### src/rtl/evt_tmr_pkg.sv
// Package: register offsets and control-word bit positions shared by the
// timer modules. Offsets and control bits are fixed because software
// decodes them; widths come from the top-level parameters.
package evt_tmr_pkg;

    localparam int unsigned OFF_CNT_LO  = 32'h00;
    localparam int unsigned OFF_CTRL    = 32'h04;
    localparam int unsigned OFF_MSK_SET = 32'h2C;
    localparam int unsigned OFF_MSK_CLR = 32'h30;
    localparam int unsigned OFF_PND_CLR = 32'h34;

    localparam int unsigned CTL_EN_BIT  = 24;
    localparam int unsigned CTL_RPT_BIT = 28;
    localparam int unsigned CTL_LD_BIT  = 30;

    // One-hot write selects produced by the bus decoder.
    typedef struct packed {
        logic cnt_lo;
        logic ctrl;
        logic msk_set;
        logic msk_clr;
        logic pnd_clr;
    } wr_sel_t;

endpackage

### src/rtl/evt_tmr_bus.sv
// Module: evt_tmr_bus
// Decodes register writes into strobes, holds the staged low load word,
// and builds the combinational read data.
// Assumes one access per cycle and counter width in (DATA_W, DATA_W+24].
module evt_tmr_bus
    import evt_tmr_pkg::*;
#(
    parameter int unsigned ADDR_W = 8,
    parameter int unsigned DATA_W = 32,
    parameter int unsigned CNT_W  = 56
) (
    input  logic              clk,
    input  logic              rst_n,
    input  logic              bus_we,
    input  logic [ADDR_W-1:0] bus_addr,
    input  logic [DATA_W-1:0] bus_wdata,
    input  logic [CNT_W-1:0]  cnt,
    input  logic              run_en,
    input  logic              run_rpt,
    input  logic              mask,
    input  logic              pend,
    output wr_sel_t           sel,
    output logic [DATA_W-1:0] lo_stage,
    output logic [CNT_W-DATA_W-1:0] ctl_hi,
    output logic              ctl_en,
    output logic              ctl_rpt,
    output logic              ctl_ld,
    output logic              msk_set_wr,
    output logic              msk_clr_wr,
    output logic              pnd_clr_wr,
    output logic [DATA_W-1:0] bus_rdata
);

    localparam int unsigned HI_W = CNT_W - DATA_W;

    logic is_lo, is_ctrl, is_mset, is_mclr, is_pclr;

    // Address match for each mapped register.
    always_comb begin
        is_lo   = (bus_addr == ADDR_W'(OFF_CNT_LO));
        is_ctrl = (bus_addr == ADDR_W'(OFF_CTRL));
        is_mset = (bus_addr == ADDR_W'(OFF_MSK_SET));
        is_mclr = (bus_addr == ADDR_W'(OFF_MSK_CLR));
        is_pclr = (bus_addr == ADDR_W'(OFF_PND_CLR));
    end

    // Write strobes, qualified by the write enable.
    always_comb begin
        sel.cnt_lo  = bus_we && is_lo;
        sel.ctrl    = bus_we && is_ctrl;
        sel.msk_set = bus_we && is_mset;
        sel.msk_clr = bus_we && is_mclr;
        sel.pnd_clr = bus_we && is_pclr;
    end

    // Control fields and bit-0 qualified interrupt strobes.
    always_comb begin
        ctl_hi     = bus_wdata[HI_W-1:0];
        ctl_en     = bus_wdata[CTL_EN_BIT];
        ctl_rpt    = bus_wdata[CTL_RPT_BIT];
        ctl_ld     = bus_wdata[CTL_LD_BIT];
        msk_set_wr = sel.msk_set && bus_wdata[0];
        msk_clr_wr = sel.msk_clr && bus_wdata[0];
        pnd_clr_wr = sel.pnd_clr && bus_wdata[0];
    end

    // Staging register for the low load word.
    always_ff @(posedge clk) begin
        if (!rst_n) begin
            lo_stage <= '0;
        end else if (sel.cnt_lo) begin
            lo_stage <= bus_wdata;
        end
    end

    // Read multiplexer.
    always_comb begin
        bus_rdata = '0;
        if (is_lo) begin
            bus_rdata = cnt[DATA_W-1:0];
        end else if (is_ctrl) begin
            bus_rdata[HI_W-1:0]   = cnt[CNT_W-1:DATA_W];
            bus_rdata[CTL_EN_BIT]  = run_en;
            bus_rdata[CTL_RPT_BIT] = run_rpt;
        end else if (is_mset) begin
            bus_rdata[0] = mask;
        end else if (is_pclr) begin
            bus_rdata[0] = pend;
        end
    end

    // the staged word changes only on a write to its offset.
    p_stage_hold_r2: assert property (@(posedge clk) disable iff (!rst_n)
        !sel.cnt_lo |=> $stable(lo_stage));

endmodule

### src/rtl/evt_tmr_core.sv
// Module: evt_tmr_core
// 56-bit down counter with a one-cycle commit stage, periodic reload and
// one-shot self-stop. Produces a single-cycle expire pulse when a tick
// takes the count from 1 to 0.
// Assumes tick is a clock-synchronous enable.
module evt_tmr_core #(
    parameter int unsigned DATA_W = 32,
    parameter int unsigned CNT_W  = 56
) (
    input  logic                    clk,
    input  logic                    rst_n,
    input  logic                    tick,
    input  logic                    ctrl_wr,
    input  logic [CNT_W-DATA_W-1:0] ctl_hi,
    input  logic                    ctl_en,
    input  logic                    ctl_rpt,
    input  logic                    ctl_ld,
    input  logic [DATA_W-1:0]       lo_stage,
    output logic [CNT_W-1:0]        cnt,
    output logic                    run_en,
    output logic                    run_rpt,
    output logic                    expire
);

    logic [CNT_W-1:0] cnt_q, reload_q;
    logic             en_q, rpt_q, ld_pend_q;
    logic             step, at_one, at_zero;

    // Qualify a counting step and detect the boundary values.
    always_comb begin
        step    = tick && en_q && !ld_pend_q && !ctrl_wr;
        at_one  = (cnt_q == CNT_W'(1));
        at_zero = (cnt_q == '0);
        expire  = step && at_one;
    end

    // Control capture, commit, count, reload and one-shot stop.
    always_ff @(posedge clk) begin
        if (!rst_n) begin
            cnt_q     <= '0;
            reload_q  <= '0;
            en_q      <= 1'b0;
            rpt_q     <= 1'b0;
            ld_pend_q <= 1'b0;
        end else if (ctrl_wr) begin
            en_q  <= ctl_en;
            rpt_q <= ctl_rpt;
            if (ctl_ld) begin
                ld_pend_q <= 1'b1;
                reload_q  <= {ctl_hi, lo_stage};
            end
        end else if (ld_pend_q) begin
            cnt_q     <= reload_q;
            ld_pend_q <= 1'b0;
        end else if (step) begin
            if (at_zero) begin
                if (rpt_q) cnt_q <= reload_q;
                else       en_q  <= 1'b0;
            end else begin
                cnt_q <= cnt_q - CNT_W'(1);
                if (at_one && !rpt_q) en_q <= 1'b0;
            end
        end
    end

    assign cnt     = cnt_q;
    assign run_en  = en_q;
    assign run_rpt = rpt_q;

    // a pending commit lands the captured value in the counter.
    p_commit_r3: assert property (@(posedge clk) disable iff (!rst_n)
        (ld_pend_q && !ctrl_wr) |=> (cnt_q == $past(reload_q)));

    // the enable follows the control write.
    p_en_capture_r3: assert property (@(posedge clk) disable iff (!rst_n)
        ctrl_wr |=> (en_q == $past(ctl_en)));

    // without tick, commit or control write the counter holds.
    p_hold_idle_r4: assert property (@(posedge clk) disable iff (!rst_n)
        (!tick && !ld_pend_q && !ctrl_wr) |=> $stable(cnt_q));

    // periodic mode reloads from zero on the next tick.
    p_reload_r6: assert property (@(posedge clk) disable iff (!rst_n)
        (step && at_zero && rpt_q) |=> (cnt_q == $past(reload_q)) && en_q);

    // one-shot expiry drops the enable and leaves zero.
    p_oneshot_r7: assert property (@(posedge clk) disable iff (!rst_n)
        (expire && !rpt_q) |=> (!en_q && cnt_q == '0));

endmodule

### src/rtl/evt_tmr_irq.sv
// Module: evt_tmr_irq
// Interrupt mask with separate set and clear strobes, and a pending flag
// set by expiry and cleared by software; a same-cycle expiry beats clear.
// Assumes mask set and clear strobes never coincide.
module evt_tmr_irq (
    input  logic clk,
    input  logic rst_n,
    input  logic expire,
    input  logic msk_set_wr,
    input  logic msk_clr_wr,
    input  logic pnd_clr_wr,
    output logic mask,
    output logic pend,
    output logic irq
);

    // Mask register driven by the set and clear strobes.
    always_ff @(posedge clk) begin
        if (!rst_n)          mask <= 1'b0;
        else if (msk_set_wr) mask <= 1'b1;
        else if (msk_clr_wr) mask <= 1'b0;
    end

    // Pending flag: expiry sets, write-one clears.
    always_ff @(posedge clk) begin
        if (!rst_n)          pend <= 1'b0;
        else if (expire)     pend <= 1'b1;
        else if (pnd_clr_wr) pend <= 1'b0;
    end

    assign irq = pend & mask;

    // every expiry leaves the flag pending.
    p_pend_set_r5: assert property (@(posedge clk) disable iff (!rst_n)
        expire |=> pend);

    // a clear without a racing expiry drops the flag.
    p_pend_clr_r10: assert property (@(posedge clk) disable iff (!rst_n)
        (pnd_clr_wr && !expire) |=> !pend);

    // the set strobe raises the mask.
    p_mask_on_r9: assert property (@(posedge clk) disable iff (!rst_n)
        msk_set_wr |=> mask);

    // the clear strobe drops the mask.
    p_mask_off_r9: assert property (@(posedge clk) disable iff (!rst_n)
        (msk_clr_wr && !msk_set_wr) |=> !mask);

endmodule

### src/rtl/evt_timer.sv
// Module: evt_timer (top)
// Memory-mapped 56-bit one-shot/periodic event timer. Connects the bus
// decoder, the down counter and the interrupt logic.
// Assumes the counter is wider than the data bus by at most 24 bits.
module evt_timer
    import evt_tmr_pkg::*;
#(
    parameter int unsigned ADDR_W = 8,
    parameter int unsigned DATA_W = 32,
    parameter int unsigned CNT_W  = 56
) (
    input  logic              clk,
    input  logic              rst_n,
    input  logic              tick,
    input  logic              bus_we,
    input  logic [ADDR_W-1:0] bus_addr,
    input  logic [DATA_W-1:0] bus_wdata,
    output logic [DATA_W-1:0] bus_rdata,
    output logic              irq
);

    localparam int unsigned HI_W = CNT_W - DATA_W;

    wr_sel_t            sel;
    logic [DATA_W-1:0]  lo_stage;
    logic [HI_W-1:0]    ctl_hi;
    logic               ctl_en, ctl_rpt, ctl_ld;
    logic               msk_set_wr, msk_clr_wr, pnd_clr_wr;
    logic [CNT_W-1:0]   cnt;
    logic               run_en, run_rpt, expire, mask, pend;

    evt_tmr_bus #(
        .ADDR_W (ADDR_W),
        .DATA_W (DATA_W),
        .CNT_W  (CNT_W)
    ) u_bus (
        .clk        (clk),
        .rst_n      (rst_n),
        .bus_we     (bus_we),
        .bus_addr   (bus_addr),
        .bus_wdata  (bus_wdata),
        .cnt        (cnt),
        .run_en     (run_en),
        .run_rpt    (run_rpt),
        .mask       (mask),
        .pend       (pend),
        .sel        (sel),
        .lo_stage   (lo_stage),
        .ctl_hi     (ctl_hi),
        .ctl_en     (ctl_en),
        .ctl_rpt    (ctl_rpt),
        .ctl_ld     (ctl_ld),
        .msk_set_wr (msk_set_wr),
        .msk_clr_wr (msk_clr_wr),
        .pnd_clr_wr (pnd_clr_wr),
        .bus_rdata  (bus_rdata)
    );

    evt_tmr_core #(
        .DATA_W (DATA_W),
        .CNT_W  (CNT_W)
    ) u_core (
        .clk      (clk),
        .rst_n    (rst_n),
        .tick     (tick),
        .ctrl_wr  (sel.ctrl),
        .ctl_hi   (ctl_hi),
        .ctl_en   (ctl_en),
        .ctl_rpt  (ctl_rpt),
        .ctl_ld   (ctl_ld),
        .lo_stage (lo_stage),
        .cnt      (cnt),
        .run_en   (run_en),
        .run_rpt  (run_rpt),
        .expire   (expire)
    );

    evt_tmr_irq u_irq (
        .clk        (clk),
        .rst_n      (rst_n),
        .expire     (expire),
        .msk_set_wr (msk_set_wr),
        .msk_clr_wr (msk_clr_wr),
        .pnd_clr_wr (pnd_clr_wr),
        .mask       (mask),
        .pend       (pend),
        .irq        (irq)
    );

    // the request line never rises without the mask.
    p_irq_masked_r11: assert property (@(posedge clk) disable iff (!rst_n)
        irq |-> (u_irq.mask && u_irq.pend));

endmodule

### config.mk
export PLATFORM = sky130hd
export DESIGN_NAME = evt_timer
export DESIGN_NICKNAME = d
export VERILOG_FILES = /design/src/rtl/evt_tmr_pkg.sv /design/src/rtl/evt_tmr_bus.sv /design/src/rtl/evt_tmr_core.sv /design/src/rtl/evt_tmr_irq.sv /design/src/rtl/evt_timer.sv
export SDC_FILE = /design/constraint.sdc
export NUM_CORES = 1
export LEC_CHECK = 0
export BUFFER_PORTS_ARGS = -buffer_cell sky130_fd_sc_hd__buf_2
export CAP_MARGIN = 20
export CORE_MARGIN = 4
export CORE_UTILIZATION = 59
export DETAILED_ROUTE_END_ITERATION = 8
export PLACE_DENSITY_LB_ADDON = 0.08
export SETUP_SLACK_MARGIN = 0.02
export SLEW_MARGIN = 5
export SYNTH_ARGS = -nofsm -noshare
export SYNTH_HDL_FRONTEND = slang
export SYNTH_SLANG_ARGS = --single-unit
export TNS_END_PERCENT = 1
### constraint.sdc
create_clock -name clk -period 3.2 [get_ports clk]
set_input_delay 0.48 -clock clk [delete_from_list [all_inputs] [get_ports clk]]
set_output_delay 0.48 -clock clk [all_outputs]
set_load 0.02 [all_outputs]
# Word level (Yosys, flattened, before mapping)
# Cells that the tools add are included.
[totals]
output_inout_bits = 33
regBits = 149
wordCells = 69
inputBits = 44
[op_classes]
addsub = 1
eq_ne = 8
n_bitwise = 2
muxes = 23
reduce_logical = 27
[op_table]
columns = ["op", "n"]
rows = [
  ["$mux 56", 4],
  ["$eq 56x1->1 const B", 1],
  ["$logic_not 56->1", 1],
  ["$sub 56x1->56 const B", 1],
  ["$mux 25", 1],
  ["$eq 8x6->1 const B", 3],
  ["$mux 24", 1],
  ["$mux 1", 15],
  ["$logic_and 1x1->1", 13],
  ["$eq 8x3->1 const B", 1],
  ["$logic_not 8->1", 1],
  ["$reduce_bool 2->1", 4],
  ["$mux 3", 2],
  ["$reduce_and 2->1", 2],
  ["$reduce_and 4->1", 1],
  ["$logic_not 1->1", 3],
  ["$ne 3x1->1 const B", 1],
  ["$ne 3x2->1 const B", 1],
  ["$reduce_and 3->1", 1],
  ["$reduce_bool 3->1", 1],
  ["$ne 2x1->1 const B", 1],
  ["$and 1x1->1", 1],
  ["$not 1->1", 1],
]

# Longest topological paths before layout
# Gate-level depths: netlist of run 1.
[logic_depth]
depth_word = 7
depth_mapped = 10
depth_no_buf = 8

# Cells and area by module
# A second synthesis of run 1 with hierarchy kept.
[unflattened]
hier_cells = 986
area_unflattened_um2 = 8206.6
[modules_own_cells]
columns = ["mod", "area_each_um2", "cells_per_inst", "n_inst"]
rows = [
  ["evt_tmr_core", 6063.3, 746, 1],
  ["evt_tmr_bus", 2053.2, 233, 1],
  ["evt_tmr_irq", 90.1, 7, 1],
]

# Worst setup path before layout of run 1
# OpenSTA, ideal clock, no wires.
[synth_timing]
kind = "in2out"
from = "input bus_addr[1]"
to = "output bus_rdata[10]"
path_stages = 5
required_ps = 2720
t_arrival_ps = 2406
slack_ps = 314
cell_sequence = "or4b_2 > nor4_1 > clkbuf_1 > clkbuf_1 > a22o_1"
[synth_via]
elab_chain_cells = 3
word_cells_on_any_way = 4
cone_classes = "1 x eq/ne; 2 x mux; 1 x reduce/logical"
[synth_rtl]
columns = ["element", "line_no", "source"]
rows = [
  ["start, declared", "evt_timer.sv:16", "input logic [ADDR_W-1:0] bus_addr,"],
  ["$eq 8x3->1", "evt_tmr_bus.sv:41", "is_ctrl = (bus_addr == ADDR_W'(OFF_CTRL));"],
  ["$mux 24", "evt_tmr_bus.sv:81", "end else if (is_ctrl) begin"],
  ["$mux 25 *", "evt_tmr_bus.sv:79", "if (is_lo) begin"],
  ["end, declared", "evt_timer.sv:18", "output logic [DATA_W-1:0] bus_rdata,"],
]
# Mark *: on every way between the ends. The rest lies on a longest branch, timed or not.

# Worst setup path after layout of run 1
[layout_timing]
from = "register u_core.cnt_q[5], in the netlist u_core.cnt[5]"
to = "register u_core.cnt_q[55], in the netlist u_core.cnt[55]"
[layout_via]
elab_chain_cells = 4
word_cells_on_any_way = 7
cone_classes = "1 x add/sub; 1 x eq/ne; 3 x mux; 2 x reduce/logical"
[layout_rtl]
columns = ["element", "line_no", "source"]
rows = [
  ["start, declared", "evt_tmr_core.sv:25", "logic [CNT_W-1:0] cnt_q, reload_q;"],
  ["start signal, assigned", "evt_tmr_core.sv:53", "cnt_q <= reload_q;"],
  ["start signal, assigned", "evt_tmr_core.sv:57", "if (rpt_q) cnt_q <= reload_q;"],
  ["start signal, assigned", "evt_tmr_core.sv:60", "cnt_q <= cnt_q - CNT_W'(1);"],
  ["$sub 56x1->56 / $logic_not 56->1 (equally long branches)", "evt_tmr_core.sv:60, evt_tmr_core.sv:33", ""],
  ["$mux 56", "evt_tmr_core.sv:56", "if (at_zero) begin"],
  ["$mux 56", "evt_tmr_core.sv:55", "end else if (step) begin"],
  ["$mux 56", "evt_tmr_core.sv:52", "end else if (ld_pend_q) begin"],
]
# Parallel ways exist; a longest one is shown, timed or not. The select of a mux whose other input is x is not followed.
# A chain may end at the register's enable or synchronous reset.

==> results.toml, run 1 <==
[pwr]
vdd_drop_max_mv = 0.433
p_per_area_nw_per_um2 = 462
p_seq_share_pct = 46.5
p_leak_nw = 3.22
switching_share_pct = 21.1
p_int_mw = 3.15
comb_power_share_pct = 2.3
power_switching_uw = 842
p_clk_share_pct = 51.2

[yosys]
synth_compound_area_share_pct = 27.8
synth_edf_count = 0
synth-xor-area-share_pct = 0
synth-simple-area-share_pct = 26.6
synthAdderAreaFrac_pct = 0.508
ys_warn_count = 0
syn_nets = 1020
ys_top_cells_by_area = "dfxtp_1 (40%), nand2_1 (12%), a21boi_0 (10%), a21oi_1 (4.3%), o21ai_0 (3.7%)"
yosys.area.top_type_share_pct = 40.4
synth_top_family_by_area = "compound AO/OA/AOI/OAI gates"
synth_seq_cells = 149
muxShareOfSynthArea_pct = 0.407
ys_types = 53
syn_inst = 973
synth_area_per_cell_um2 = 7.59
ys_seq_area_share_pct = 40.4
netlist_area_um2 = 7380
yosys.area.top_type = "dfxtp_1"
async_flop_share_pct = 0
ys.flop_type = "dfxtp_1"

[min_path]
hold_class = "input port to register"

[die]
dieHeight_um = 120
die_w_um = 120
die_area_um2 = 14400
rows = 40
core_area_um2 = 12100
top_level_ports = 77
start_util_pct = 61.0

[sta]
period_share_pct = 88.7
setup-tns-final_ns = 0
drv_slew = 0
slew_headroom_pct = 59.6
finalHoldViolations = 0
fmax_ghz = 0.352
tightestPinTransition_ns = 0.606
fin_skew_ns = 0.0102
setup_viol = 0
layout_min_cycle_time_ns = 2.84
rsz0062_at_grt = "false"
setup_ws_ns = 0.361

[detailed_routing]
wl_um = 21900
drcViolationCount = 0
via_per_inst = 6.14
vias = 7364
first_pass_iters = 6
drt-initial-drc-count = 1077
post_drt_wl_per_cell_um = 18.3
ant_nets = 0

[placed_design]
io_buffers = 76
place.gp.congestion = 0.912
place_inst = 1169
dp_slack_ns = 0.413
dp_hpwl_um = 14700

[setup_path]
path_common_cell = "or4_4"
end_kind = "register"
path_cells = "or4_4 -> or4_4 -> nor4_4 -> nand2_2 -> or3_1 -> o31a_1 -> o22ai_1"
critPathLaunchType = "register"
timing.critical_path.buf_inv = 0
path_max_fanout = 9
cp.required_ns = 3.55
cp_top_family = "simple AND/OR/NAND/NOR gates"
cp_slowest_cell = "or4_4"
cp_slowest_stage_delay_ns = 0.63
crit_arrival_ns = 3.19
criticalPathCategory = "register to register"

[clock_network]
cts_tree = "built"
ctsHoldBuffers = 0
post_cts_buffers = 0
htree_levels = 4
post_cts_resized = 0
insertion_delay_ns = 0.42
cts_made_buffers = 17
cts_root_buffer = "clkbuf_16"
cts_max_path_buffers = 2
cts.sinks = 149
clk_pin_slew_ns = 0.06

[status]
status = "completed"

[layout]
nNetsFinal = 1067
utilization_pct = 71.3
layout-drive-gt1-share_pct = 14.7
num-fill-cells = 1093
area_growth_pct = 16.9
final_cells = 1200
diodes = 0

[global_routing]
track_usage_pct = 30.8
antenna_found_initial = 0
grt_max_degree = 120
overflow = 0
grt_first_pass_wirelength_um = 35100
grt_pass1_vias = 6526

[job]
max-cap-violations = 0
## tightest hold or removal path: cells and delay by family
kind                   cells  cell delay [ns]
AOI/OAI and AO/OA          1             0.06
buffers and inverters      1             0.09
and+or+nand+nor            1             0.04
## cell type report
class	count	area, um2	area share (%)
multi-input cells	744	4130	47.8
flip-flops and latches	149	2980	34.6
repair buffers	105	701	8.12
clock buffers	21	450	5.22
well taps	168	210	2.44
clock inverters	10	148	1.71
inverters	3	11.3	0.130
## flip-flops by register name (all words and copies together), names as in the netlist
signal / cells
u_core.reload_q: 56
u_irq.pend: 1
u_core.cnt: 56
u_core.run_en: 1
u_bus.lo_stage: 32
u_irq.mask: 1
u_core.run_rpt: 1
u_core.ld_pend_q: 1
## cell usage after synthesis, drive strengths merged (15+ instances only)
cell type / number
a21boi: 98
a21oi: 64
a22o: 25
clkbuf: 67
dfxtp: 149
nand2: 246
nand3: 27
nor2: 31
nor3: 40
nor4: 24
o21ai: 56
o22ai: 15
or3: 17
## final timing paths
check,from,endpoint,slack [ns],cells past startpoint
max reg2reg,u_core.cnt[5],u_core.cnt[55],0.36,7
min,bus_wdata[26],u_bus.lo_stage[26],0.30,3
max,u_core.cnt[5],u_core.cnt[55],0.36,7
min reg2reg,u_bus.lo_stage[1],u_core.reload_q[1],0.46,2
## cell usage in the layout, fill, tap and decap left out, types with 8 or more instances in the layout
cell type	instances
nand2_1	245
dfxtp_1	149
o21ai_0	55
buf_4	22
a22o_1	25
o211ai_1	12
a21oi_1	64
or3_1	16
a21boi_0	98
nor4_1	21
and2_1	12
o22ai_1	15
buf_2	75
nor3_1	40
nor2_1	31
nand3_1	26
clkbuf_16	17
o31a_1	10
buf_12	8
## routing by layer
| layer | routed length, um | global-route usage [%] | part of all wire (%) |
|---|---|---|---|
| met2 | 9450 | 44.1 | 43 |
| met5 | 0 | 0 | 0 |
| met4 | 374 | 8.66 | 1.7 |
| met3 | 2190 | 6.69 | 10 |
| met1 | 9910 | 46.4 | 45 |
## stage by stage
| stage | area [um2] | hold WS (ns) | power, mW |
|---|---|---|---|
| 5_1_grt | 8630 | 0.303 | 4.09 |
| 6_report | 8630 | 0.301 | 3.99 |
| 2_1_floorplan | 7380 | 0.439 | 1.94 |
| 3_5_place_dp | 8030 | 0.457 | 1.99 |
| 3_3_place_gp | 8030 | 0.449 | 1.99 |
| 4_1_cts | 8630 | 0.288 | 4.01 |
## power by group through the flow
stage / registers (mW) / logic, mW / clock network, mW
floorplan: 1.90 / 0.0421 / 0
global placement: 1.90 / 0.0900 / 0
detailed placement: 1.90 / 0.0893 / 0
CTS: 1.86 / 0.0897 / 2.06
global route: 1.85 / 0.0986 / 2.14
finish: 1.86 / 0.0908 / 2.04
## cells by family after synthesis
logic type                 Yosys count
adders and majority gates            3
AOI/OAI and AO/OA                  309
buffers and inverters               80
muxes                                3
and+or+nand+nor                    429
DFF                                149
(Power assumes the default switching activity.)
==> inputs of run 2 (changes only) <==
--- a/config.mk
+++ b/config.mk
@@ -8,7 +8,7 @@
 export BUFFER_PORTS_ARGS = -buffer_cell sky130_fd_sc_hd__buf_2
 export CAP_MARGIN = 20
 export CORE_MARGIN = 4
-export CORE_UTILIZATION = 59
+export CORE_UTILIZATION = 60
 export DETAILED_ROUTE_END_ITERATION = 8
 export PLACE_DENSITY_LB_ADDON = 0.08
 export SETUP_SLACK_MARGIN = 0.02
==> constraint.sdc (replaced) <==
create_clock -name clk -period 3.5 [get_ports clk]
set_input_delay 0.525 -clock clk [delete_from_list [all_inputs] [get_ports clk]]
set_output_delay 0.525 -clock clk [all_outputs]
set_load 0.02 [all_outputs]
==> run 2 against run 1 <==
Worst hold slack improved by 0.048 ns; clock power down 11%; largest cell class unchanged; critical path type unchanged; fmax decreased by 7.3%; setup slack improved by 0.077 ns; non-clock buffer count decreased by 10; final cell count shrank 2.5%; power decreased by 9.8%; combinational power fell by 9.3%; critical path depth stayed put; flip-flop and latch count unchanged.
==> results.toml, run 2 (synthesis results as in run 1) <==
[clock_network]
cts_root_buffer = "clkbuf_16"
insertion_delay_ns = 0.42
cts_max_path_buffers = 2
clk_pin_slew_ns = 0.06
cts_made_buffers = 17
post_cts_resized = 0
cts.sinks = 149
ctsHoldBuffers = 0
htree_levels = 4
cts_tree = "built"
post_cts_buffers = 0

[setup_path]
cp_top_family = "simple AND/OR/NAND/NOR gates"
path_cells = "nor4_1 -> nand4_1 -> nor2_1 -> nand2_1 -> or3_1 -> o31a_1 -> o22ai_1"
path_max_fanout = 9
crit_arrival_ns = 3.42
cp.required_ns = 3.86
critPathLaunchType = "register"
criticalPathCategory = "register to register"
end_kind = "register"
cp_slowest_stage_delay_ns = 0.64
cp_slowest_cell = "nor4_1"
timing.critical_path.buf_inv = 0

[layout]
most-common-layout-cells = "nand2_1 (245), dfxtp_1 (149), a21boi_0 (98), buf_2 (75), a21oi_1 (64)"
nNetsFinal = 1057
area_growth_pct = 14.9
fin_area_um2 = 8480
utilization_pct = 70.6
final_common_cell = "nand2_1"
diodes = 0
layout-drive-gt1-share_pct = 14.2

[die]
dieHeight_um = 119
die_area_um2 = 14100
die_w_um = 119
start_util_pct = 61.5
core_area_um2 = 12000
top_level_ports = 77
rows = 40

[detailed_routing]
drt-initial-drc-count = 1160
wl_um = 21500
post_drt_wl_per_cell_um = 18.4
via_per_inst = 6.34
drcViolationCount = 0
first_pass_iters = 7
vias = 7420
ant_nets = 0

[status]
status = "completed"

[pwr]
vdd_drop_max_mv = 0.352
comb_power_share_pct = 2.3
p_total_mw = 3.60
p_leak_nw = 3.16
p_int_mw = 2.81
power_switching_uw = 784
switching_share_pct = 21.8
p_seq_share_pct = 47.2
p_clk_share_pct = 50.5
p_per_area_nw_per_um2 = 424

[sta]
finalHoldViolations = 0
drv_slew = 0
fin_skew_ns = 0.00596
tightestPinTransition_ns = 0.674
setup_viol = 0
layout_min_cycle_time_ns = 3.06
period_share_pct = 87.5
rsz0062_at_grt = "false"
fmax_ghz = 0.327
slew_headroom_pct = 54.6
setup-tns-final_ns = 0

[global_routing]
grt_first_pass_wirelength_um = 34400
overflow = 0
track_usage_pct = 30.1
grt_max_degree = 113
antenna_found_initial = 0
grt_pass1_vias = 6633

[placed_design]
io_buffers = 76
place.gp.congestion = 0.976
dp_hpwl_um = 14200
placed_area_um2 = 7890

[job]
max-cap-violations = 0

[min_path]
hold_class = "input port to register"
-- run 2: changes by cell type in the layout (fill, tap and decap cells not counted), sizes merged --
cell	delta
buf	-10
bufinv	-1
clkbuf	-2
clkinv	+4
clkinvlp	-2
inv	+2
-- run 2: power by group through the flow --
stage          registers, mW  clock network (mW)  logic [mW]
6_report                1.70                1.82      0.0824
5_1_grt                 1.70                1.90      0.0891
4_1_cts                 1.70                1.84      0.0815
3_5_place_dp            1.73                   0      0.0811
3_3_place_gp            1.73                   0      0.0815
2_1_floorplan           1.73                   0      0.0385
-- run 2: per-layer routing --
layer  track usage [%]  share of wire (%)  up-vias
li1                  -                  -     3534
met3              7.41                 11       52
met5                 0                  0        -
met2              42.7                 43      380
met4              9.49                1.9        0
met1              44.7                 44     3454
-- run 2: per-stage QoR --
step / setup slack [ns] / hold WS (ns) / std cells
after detailed placement: 0.524 / 0.455 / 1138
after CTS: 0.520 / 0.339 / 1170
after floorplan: 0.524 / 0.439 / 973
final: 0.438 / 0.349 / 1170
after global routing: 0.215 / 0.361 / 1170
after global placement: 0.565 / 0.448 / 1138
-- run 2: worst register-to-register path: stages (launching register included) --
cell and delay (ns):
dfxtp_1 0.38, nor4_1 0.64, nand4_1 0.58, nor2_1 0.45
nand2_1 0.20, or3_1 0.37, o31a_1 0.25, o22ai_1 0.13
-- run 2: worst paths after layout --
| path | startpoint | to | slack, ns | cells past startpoint |
|---|---|---|---|---|
| worst min-delay path | bus_wdata[31] | u_bus.lo_stage[31] | 0.35 | 3 |
| worst max-delay path | u_core.cnt[5] | u_core.cnt[42] | 0.44 | 7 |
| worst min register to register | u_bus.lo_stage[3] | u_core.reload_q[3] | 0.46 | 2 |
| worst max register to register | u_core.cnt[5] | u_core.cnt[42] | 0.44 | 7 |
-- run 2: cell type report --
cell class,count,area (um2)
repair buffers,95,588
clock inverters,13,146
multi-input cells,744,4130
clock buffers,19,443
well taps,147,184
fillers,1031,3530
inverters,3,11.3
flip-flops and latches,149,2980
==> inputs of run 3 (changes only) <==
--- a/config.mk
+++ b/config.mk
@@ -9,6 +9,7 @@
 export CAP_MARGIN = 20
 export CORE_MARGIN = 4
 export CORE_UTILIZATION = 60
+export CTS_BUF_LIST = sky130_fd_sc_hd__clkbuf_8
 export DETAILED_ROUTE_END_ITERATION = 8
 export PLACE_DENSITY_LB_ADDON = 0.08
 export SETUP_SLACK_MARGIN = 0.02
@@ -16,4 +17,4 @@
 export SYNTH_ARGS = -nofsm -noshare
 export SYNTH_HDL_FRONTEND = slang
 export SYNTH_SLANG_ARGS = --single-unit
-export TNS_END_PERCENT = 1
+export TNS_END_PERCENT = 50
==> constraint.sdc (replaced) <==
create_clock -name clk -period 3.5 [get_ports clk]
set_input_delay 0.35 -clock clk [delete_from_list [all_inputs] [get_ports clk]]
set_output_delay 0.35 -clock clk [all_outputs]
set_load 0.02 [all_outputs]
==> run 3 against run 2 <==
Register-to-register slack lost 0.12 ns; global-route usage shrank 0.39 points; critical path type unchanged; fmax shrank 3.9%; via count shrank 1.0%; combinational power shrank 0.6%; clock power shrank 27%; core utilization shrank 1.5 points; final cell count grew 0.68%; setup slack lost 0.12 ns; power shrank 14%.
==> results.toml, run 3 (synthesis results as in run 1) <==
[placed_design]
io_buffers = 76
place_inst = 1146
place.gp.congestion = 0.977
dp_hpwl_um = 14600

[setup_path]
timing.rr.start = "u_core.cnt[28]"
path_cells = "nor4_1 -> nand2_1 -> or4_1 -> o21ai_2 -> buf_4 -> a21oi_1 -> o22ai_1"
path_max_fanout = 31
r2r_cells = 7
cp_top_family = "simple AND/OR/NAND/NOR gates"
critPathLaunchType = "register"
cp_slowest_stage_delay_ns = 0.73
criticalPathCategory = "register to register"
timing.critical_path.from = "u_core.cnt[28]"
cp.required_ns = 3.87
crit_cells = 7
cp_slowest_cell = "nor4_1"
end_kind = "register"
timing.critical_path.buf_inv = 1
crit_arrival_ns = 3.56

[detailed_routing]
drcViolationCount = 0
wl_um = 21100
first_pass_iters = 6
vias = 7346
via_per_inst = 6.24
ant_nets = 0
post_drt_wl_per_cell_um = 17.9
drt-initial-drc-count = 1088

[clock_network]
cts.sinks = 149
ctsHoldBuffers = 0
cts_root_buffer = "clkbuf_8"
cts_tree = "built"
cts_max_path_buffers = 2
post_cts_buffers = 0
clk_pin_slew_ns = 0.08
insertion_delay_ns = 0.46
cts_made_buffers = 17
post_cts_resized = 0
htree_levels = 4

[sta]
fin_skew_ns = 0.0117
tightestPinTransition_ns = 0.781
period_share_pct = 91.0
setup-tns-final_ns = 0
fmax_ghz = 0.314
slew_headroom_pct = 47.5
drv_slew = 0
setup_viol = 0
finalHoldViolations = 0
layout_min_cycle_time_ns = 3.18
rsz0062_at_grt = "false"

[layout]
most-common-layout-cells = "nand2_1 (245), dfxtp_1 (149), a21boi_0 (98), buf_2 (75), a21oi_1 (64)"
final_common_cell = "nand2_1"
final_cells = 1178
diodes = 0
utilization_pct = 69.1
layout-drive-gt1-share_pct = 14.6
nNetsFinal = 1065
area_growth_pct = 12.4

[global_routing]
antenna_found_initial = 0
grt_pass1_vias = 6355
grt_first_pass_wirelength_um = 33700
track_usage_pct = 29.7
overflow = 0
grt_max_degree = 65

[job]
max-cap-violations = 0

[pwr]
p_int_mw = 2.40
comb_power_share_pct = 2.6
p_total_mw = 3.11
p_per_area_nw_per_um2 = 374
switching_share_pct = 22.8
vdd_drop_max_mv = 0.370
p_clk_share_pct = 42.8
p_leak_nw = 3.09
power_switching_uw = 708
p_seq_share_pct = 54.5

[die]
die_area_um2 = 14100
top_level_ports = 77
die_w_um = 119
rows = 40
dieHeight_um = 119
core_area_um2 = 12000
start_util_pct = 61.5

[status]
status = "completed"

[min_path]
hold_depth = 3
hold_class = "input port to register"
min-delay-start = "bus_wdata[31]"
run 3: cell types whose count changed in the layout (fill, tap and decap cells not counted), moves of 2 or more:
cell	previous run	this run
buf_12	5	1
clkinv_2	3	1
clkbuf_8	1	19
inv_1	3	6
inv_6	3	1
buf_4	15	27
clkbuf_16	17	0
run 3: path summary, 6_finish.rpt:
| check | endpoint | slack [ns] |
|---|---|---|
| min reg2reg | u_core.reload_q[28] | 0.46 |
| min | u_bus.lo_stage[31] | 0.14 |
| max reg2reg | u_core.cnt[32] | 0.32 |
| max | u_core.cnt[32] | 0.32 |
run 3: power by group through the flow:
stage / registers (mW) / logic [mW] / clock network (mW)
after floorplan: 1.73 / 0.0385 / 0
after global placement: 1.73 / 0.0820 / 0
after detailed placement: 1.73 / 0.0820 / 0
after CTS: 1.69 / 0.0821 / 1.34
after global routing: 1.69 / 0.0896 / 1.42
final: 1.69 / 0.0819 / 1.33
run 3: cell type report:
| cell class | instances | area [um2] |
|---|---|---|
| Multi-Input combinational cell | 744 | 4130 |
| Tap cell | 147 | 184 |
| Clock buffer | 19 | 262 |
| Timing Repair Buffer | 103 | 598 |
| Inverter | 3 | 11.3 |
| Sequential cell | 149 | 2980 |
| Clock inverter | 13 | 135 |
| Fill cell | 1045 | 3710 |
run 3: through the flow:
| step | area [um2] | setup slack (ns) | hold slack (ns) |
|---|---|---|---|
| global route | 8300 | 0.0926 | 0.122 |
| global placement | 7900 | 0.390 | 0.449 |
| floorplan | 7380 | 0.777 | 0.439 |
| detailed placement | 7900 | 0.421 | 0.456 |
| finish | 8300 | 0.315 | 0.136 |
| CTS | 8300 | 0.382 | 0.121 |
run 3: tightest hold or removal path, cell delays in order:
cell,delay [ns]
buf_2,0.09
nand2_1,0.04
a21boi_0,0.06
run 3: metal layers:
| layer | up-vias | global-route usage, % | part of all wire, % |
|---|---|---|---|
| li1 | 3565 | - | - |
| met1 | 3374 | 44.9 | 46 |
| met2 | 358 | 40.9 | 42 |
| met3 | 49 | 7.88 | 10 |
| met4 | 0 | 8.91 | 2.2 |
| met5 | - | 0 | 0 |
